`src/rtl/ctl3w_pkg.sv`:
```
package ctl3w_pkg;
  localparam int ADDR_W = 6;
  localparam int OP_W   = 2;
  localparam int BYTE_W = ADDR_W + OP_W;

  // line index into the synchroniser bank
  localparam int LN_MODE = 0;
  localparam int LN_CLK  = 1;
  localparam int LN_DAT  = 2;
  localparam int LINES   = 3;

  function automatic logic op_is_read(input logic [OP_W-1:0] op);
    return op[0];
  endfunction
endpackage

```
`src/rtl/ctl3w_sync.sv`:
```
module ctl3w_sync #(
  parameter int LINES  = 3,
  parameter int STAGES = 2
) (
  input  logic             clk,
  input  logic             rst,
  input  logic [LINES-1:0] raw_i,
  output logic [LINES-1:0] lvl_o,
  output logic [LINES-1:0] rise_o,
  output logic [LINES-1:0] fall_o
);
  for (genvar g = 0; g < LINES; g++) begin : g_line
    logic [STAGES-1:0] pipe;
    logic              prev;
    always_ff @(posedge clk) begin
      if (rst) begin
        pipe <= '1;
        prev <= 1'b1;
      end else begin
        pipe <= {pipe[STAGES-2:0], raw_i[g]};
        prev <= pipe[STAGES-1];
      end
    end
    assign lvl_o[g]  = pipe[STAGES-1];
    assign rise_o[g] = pipe[STAGES-1] & ~prev;
    assign fall_o[g] = ~pipe[STAGES-1] & prev;
  end
endmodule

```
`src/rtl/ctl3w_addr.sv`:
```
module ctl3w_addr
  import ctl3w_pkg::*;
#(
  parameter int AW = ADDR_W,
  parameter int OW = OP_W
) (
  input  logic          clk,
  input  logic          rst,
  input  logic          mode_fall,
  input  logic          mode_rise,
  input  logic          mode_lvl,
  input  logic          bclk_rise,
  input  logic          dat,
  input  logic [AW-1:0] dev_addr,
  output logic          sel_o,
  output logic [OW-1:0] op_o,
  output logic          start_o
);
  localparam int BW    = AW + OW;
  localparam int CNT_W = $clog2(BW + 2);
  localparam logic [CNT_W-1:0] CNT_FULL = CNT_W'(BW);
  localparam logic [CNT_W-1:0] CNT_OVER = CNT_W'(BW + 1);

  logic [BW-1:0]    shreg;
  logic [CNT_W-1:0] cnt;
  logic             hit;

  assign hit = (cnt == CNT_FULL) && (shreg[BW-1:OW] == dev_addr) && (|shreg[BW-1:OW]);

  always_ff @(posedge clk) begin
    if (rst) begin
      shreg   <= '0;
      cnt     <= '0;
      sel_o   <= 1'b0;
      op_o    <= '0;
      start_o <= 1'b0;
    end else begin
      start_o <= 1'b0;
      if (mode_fall) begin
        shreg <= '0;
        cnt   <= '0;
        sel_o <= 1'b0;
      end else if (!mode_lvl && bclk_rise) begin
        shreg <= {dat, shreg[BW-1:1]};
        if (cnt != CNT_OVER) cnt <= cnt + 1'b1;
      end else if (mode_rise) begin
        sel_o   <= hit;
        start_o <= hit;
        if (hit) op_o <= shreg[OW-1:0];
      end
    end
  end

  p_sel_on_frame_end_r2: assert property (@(posedge clk) disable iff (rst)
    $rose(sel_o) |-> $past(mode_rise));
  p_zero_addr_never_r6: assert property (@(posedge clk) disable iff (rst)
    sel_o |-> (dev_addr != '0));
  p_drop_on_frame_r11: assert property (@(posedge clk) disable iff (rst)
    mode_fall |=> !sel_o);
endmodule

```
`src/rtl/ctl3w_data.sv`:
```
module ctl3w_data
  import ctl3w_pkg::*;
#(
  parameter int DW = BYTE_W
) (
  input  logic          clk,
  input  logic          rst,
  input  logic          mode_lvl,
  input  logic          mode_fall,
  input  logic          bclk_rise,
  input  logic          bclk_fall,
  input  logic          dat,
  input  logic          start,
  input  logic          sel,
  input  logic          rd_dir,
  input  logic [DW-1:0] rd_data,
  output logic          wr_valid_o,
  output logic [DW-1:0] wr_data_o,
  output logic          rd_take_o,
  output logic          dat_o,
  output logic          oe_o
);
  localparam int CW = $clog2(DW);
  localparam logic [CW-1:0] LAST = CW'(DW - 1);

  // write engine
  logic [DW-1:0] wsh;
  logic [CW-1:0] wcnt;
  logic          wr_act;
  assign wr_act = sel & ~rd_dir & mode_lvl;

  always_ff @(posedge clk) begin
    if (rst) begin
      wsh        <= '0;
      wcnt       <= '0;
      wr_valid_o <= 1'b0;
      wr_data_o  <= '0;
    end else begin
      wr_valid_o <= 1'b0;
      if (mode_fall) begin
        wcnt <= '0;
      end else if (wr_act && bclk_rise) begin
        wsh <= {dat, wsh[DW-1:1]};
        if (wcnt == LAST) begin
          wcnt       <= '0;
          wr_valid_o <= 1'b1;
          wr_data_o  <= {dat, wsh[DW-1:1]};
        end else begin
          wcnt <= wcnt + 1'b1;
        end
      end
    end
  end

  // read engine
  logic [DW-1:0] rsh;
  logic [CW-1:0] rcnt;
  logic          pend;

  always_ff @(posedge clk) begin
    if (rst) begin
      rsh       <= '0;
      rcnt      <= '0;
      pend      <= 1'b0;
      oe_o      <= 1'b0;
      rd_take_o <= 1'b0;
    end else begin
      rd_take_o <= 1'b0;
      if (mode_fall) begin
        oe_o <= 1'b0;
        pend <= 1'b0;
        rcnt <= '0;
      end else if (start && rd_dir) begin
        oe_o      <= 1'b1;
        rsh       <= rd_data;
        rd_take_o <= 1'b1;
        rcnt      <= '0;
        pend      <= 1'b0;
      end else if (oe_o && bclk_rise) begin
        pend <= 1'b1;
      end else if (oe_o && bclk_fall && pend) begin
        pend <= 1'b0;
        if (rcnt == LAST) begin
          rsh       <= rd_data;
          rd_take_o <= 1'b1;
          rcnt      <= '0;
        end else begin
          rsh  <= {1'b0, rsh[DW-1:1]};
          rcnt <= rcnt + 1'b1;
        end
      end
    end
  end

  assign dat_o = rsh[0];

  p_no_write_in_read_r10: assert property (@(posedge clk) disable iff (rst)
    wr_valid_o |-> (sel && !rd_dir));
  p_write_single_pulse_r4: assert property (@(posedge clk) disable iff (rst)
    wr_valid_o |=> !wr_valid_o);
  p_oe_needs_sel_r8: assert property (@(posedge clk) disable iff (rst)
    oe_o |-> sel);
  p_take_in_read_r9: assert property (@(posedge clk) disable iff (rst)
    rd_take_o |-> (oe_o && rd_dir));
  p_bit_stable_at_rise_r8: assert property (@(posedge clk) disable iff (rst)
    (oe_o && bclk_rise) |=> $stable(dat_o));
endmodule

```
`src/rtl/ctl3w_slave.sv`:
```
module ctl3w_slave
  import ctl3w_pkg::*;
#(
  parameter int SYNC_STAGES = 2
) (
  input  logic              clk,
  input  logic              rst,
  input  logic              bus_mode_i,
  input  logic              bus_clk_i,
  input  logic              bus_dat_i,
  output logic              bus_dat_o,
  output logic              bus_dat_oe,
  input  logic [ADDR_W-1:0] dev_addr_i,
  output logic              sel_o,
  output logic [OP_W-1:0]   op_o,
  output logic              wr_valid_o,
  output logic [BYTE_W-1:0] wr_data_o,
  input  logic [BYTE_W-1:0] rd_data_i,
  output logic              rd_take_o
);
  logic [LINES-1:0] lvl, rise, fall;
  logic             start;

  ctl3w_sync #(.LINES(LINES), .STAGES(SYNC_STAGES)) i_sync (
    .clk(clk), .rst(rst),
    .raw_i({bus_dat_i, bus_clk_i, bus_mode_i}),
    .lvl_o(lvl), .rise_o(rise), .fall_o(fall)
  );

  ctl3w_addr #(.AW(ADDR_W), .OW(OP_W)) i_addr (
    .clk(clk), .rst(rst),
    .mode_fall(fall[LN_MODE]), .mode_rise(rise[LN_MODE]), .mode_lvl(lvl[LN_MODE]),
    .bclk_rise(rise[LN_CLK]), .dat(lvl[LN_DAT]),
    .dev_addr(dev_addr_i),
    .sel_o(sel_o), .op_o(op_o), .start_o(start)
  );

  ctl3w_data #(.DW(BYTE_W)) i_data (
    .clk(clk), .rst(rst),
    .mode_lvl(lvl[LN_MODE]), .mode_fall(fall[LN_MODE]),
    .bclk_rise(rise[LN_CLK]), .bclk_fall(fall[LN_CLK]),
    .dat(lvl[LN_DAT]),
    .start(start), .sel(sel_o), .rd_dir(op_is_read(op_o)),
    .rd_data(rd_data_i),
    .wr_valid_o(wr_valid_o), .wr_data_o(wr_data_o),
    .rd_take_o(rd_take_o), .dat_o(bus_dat_o), .oe_o(bus_dat_oe)
  );

  p_write_never_drives_r10: assert property (@(posedge clk) disable iff (rst)
    (sel_o && !op_o[0]) |-> !bus_dat_oe);
endmodule

```
`config.mk`:
```
export PLATFORM = sky130hd
export DESIGN_NAME = ctl3w_slave
export DESIGN_NICKNAME = d
export VERILOG_FILES = /design/src/rtl/ctl3w_pkg.sv /design/src/rtl/ctl3w_sync.sv /design/src/rtl/ctl3w_addr.sv /design/src/rtl/ctl3w_data.sv /design/src/rtl/ctl3w_slave.sv
export SDC_FILE = /design/constraint.sdc
export NUM_CORES = 1
export LEC_CHECK = 0
export BUFFER_PORTS_ARGS = -buffer_cell sky130_fd_sc_hd__buf_2
export CAP_MARGIN = 0
export CORE_AREA = 2 2 90 135
export CTS_CLUSTER_SIZE = 30
export DETAILED_ROUTE_END_ITERATION = 8
export DIE_AREA = 0 0 92 137
export MAX_ROUTING_LAYER = met4
export SLEW_MARGIN = 25
export SYNTH_ARGS = -nofsm -noshare
export SYNTH_HDL_FRONTEND = slang
export SYNTH_HIERARCHICAL = 1
export SYNTH_SLANG_ARGS = --single-unit
```
`constraint.sdc`:
```
create_clock -name clk -period 4.85 [get_ports clk]
set_clock_uncertainty 0.2 [all_clocks]
set_input_delay 0.485 -clock clk [delete_from_list [all_inputs] [get_ports clk]]
set_output_delay 0.485 -clock clk [all_outputs]
set_load 0.005 [all_outputs]
```
==> metrics.cfg <==
[run_status]
status=finished, final reports clean

[clock_network]
cts_tree=built
htreeDepth=3
cts_sinks=57
post_cts_resized=0
clock_latency_ns=0.32
cts-root-buf=clkbuf_16
numCtsBuffers=9
path_clk_slew_ns=0.05
cts_hold_buffers=0
clockBufferDepth=2
postCtsSetupRepairBufs=0

[timing]
slew-limit-headroom_pct=49.6
post-route-period-util_pct=45.5
timing.fmax_ghz=0.453
setup_violations=0
grt_setup_unrepaired=false
maxSlewViolCount=0
hold_viol=0
finalSetupTns_ns=0
setup_slack_ns=2.64
tightest_slew_ns=0.756
period_needed_ns=2.21

[route]
drcViolationCount=0
viasPerCell=4.38
drtPass1Iterations=4
wl_per_cell_microns=11.6
drt-total-wl_microns=5340
ant_nets=0
drtIter0Drc=85
vias=2012

[pwr]
p_sw_w=0.000223
intPower_w=0.000922
clkPwrFrac_pct=56.0
pwr-share-seq_pct=41.4
max-vdd-ir-drop_uv=167
swShare_pct=19.5
power_density_nw_per_um2=360
p_leak_nw=1.22
share_comb_of_total_power_pct=2.6

[global_routing]
grt_pass1_vias=2013
grt-ovfl-total=0
antenna_found_initial=0
grt_max_degree=46
grtUsageTotal_pct=9.35
grt_pass1_wl_microns=9230

[die]
fp.dieW_microns=92
num_io_pins=34
num_rows=48
start_util_pct=23.0
chipHeight_microns=137
core_sq_um=11400
dieArea_sq_um=12600

[yosys]
netlist_area_sq_um=2620
synth_nets=304
syn_area_per_cell_sq_um=9.46
syn_inst=277
ys_warn_count=6

[layout]
nFillCells=1224
synthToLayoutAreaGrowth_pct=21.4
nNetsFinal=331
diodes=0
drive_above_1_share_pct=22.3

[placed_design]
finalWeightedCongestion=0.779
post-dp-hpwl_microns=3740
portBuffers=33
dp_slack_ns=2.67

[critical_path]
crit_type=reg2reg
cp_cell_sequence=nor2b_2, buf_4, and4bb_1, nand2_1, or4_4, a21oi_2
crit_family=simple AND/OR/NAND/NOR gates
worst-path-buf-inv=1
max_stage_delay_ns=0.53
slowest_stage=or4_4
crit_fanout=18
worstPathArrival_ns=2.25
startpoint_type=flip-flop
worstPathRequired_ns=4.90
critPathCaptureType=flip-flop

[min_path]
min_path_type=in2reg

[job]
max_cap_viol_count=0

==> per-stage QoR <==
step	util, %	hold slack (ns)	cell area, sq um	total power [W]	instances
finish	27.9	0.145	3180	0.00114	459
floorplan	-	0.183	2620	0.000501	277
CTS	27.9	0.133	3180	0.00116	459
global route	27.9	0.144	3180	0.00118	459
global placement	25.2	0.188	2870	0.000513	443
detailed placement	25.2	0.194	2870	0.000513	443
==> registers in the layout, summed over array words and instances (netlist names) <==
register	flops
i_addr/sel_o	1
i_data/rsh	8
i_addr/op_o	2
i_data/wsh	7
i_data/wr_data_o	8
i_data/wcnt	3
i_addr/cnt	4
i_addr/shreg	8
i_data/rd_take_o	1
i_sync/g_line.prev	2
i_data/pend	1
i_data/oe_o	1
i_data/rcnt	3
i_addr/start_o	1
i_sync/g_line.pipe	6
i_data/wr_valid_o	1
==> metal layers <==
layer / track usage (%) / wire length [microns]
met5: - / 0
met3: 2.53 / 131
met1: 11.4 / 2600
met2: 14.6 / 2570
met4: 4.06 / 46
==> power groups by stage <==
stage               Combinational (W)  Sequential (W)  Clock [W]
finish                      0.0000297        0.000474   0.000641
global route                0.0000334        0.000473   0.000676
CTS                         0.0000304        0.000474   0.000653
detailed placement          0.0000302        0.000483          0
global placement            0.0000300        0.000483          0
floorplan                   0.0000188        0.000482          0
==> layout by cell type, fill, tap and decap left out, types with 2 or more instances in the layout <==
cell	n
a21oi_1	34
a21oi_2	9
a221o_1	6
buf_2	33
buf_4	2
clkbuf_1	2
clkbuf_16	9
clkbuf_8	3
dfxtp_1	57
ha_1	8
inv_1	10
mux2i_1	14
nand2_1	24
nand2b_1	6
nand3_1	10
nand3b_1	2
nand4_1	10
nand4b_4	2
nor2_1	7
nor2b_1	5
nor3_1	3
o21ai_0	7
o31ai_1	8
or2_1	8
or3_1	2
xnor2_1	8
==> layout make-up <==
class	instances	area (sq um)	area share, %
Clock buffer	14	274	8.61
Sequential cell	57	1140	35.8
Clock inverter	2	35.0	1.10
Tap cell	150	188	5.90
Timing Repair Buffer	35	180	5.66
Multi-Input combinational cell	190	1320	41.6
Inverter	11	41.3	1.30
==> final timing paths <==
path / end / slack, ns / cells past startpoint / from
worst max-delay path: i_addr/sel_o / 2.64 / 6 / i_sync/g_line[0].pipe[1]
worst min register to register: i_sync/g_line[2].pipe[1] / 0.20 / 1 / i_sync/g_line[2].pipe[0]
worst min-delay path: i_sync/g_line[2].pipe[0] / 0.14 / 2 / bus_dat_i
worst max register to register: i_addr/sel_o / 2.64 / 6 / i_sync/g_line[0].pipe[1]
Power figures use the tool's default switching activity.
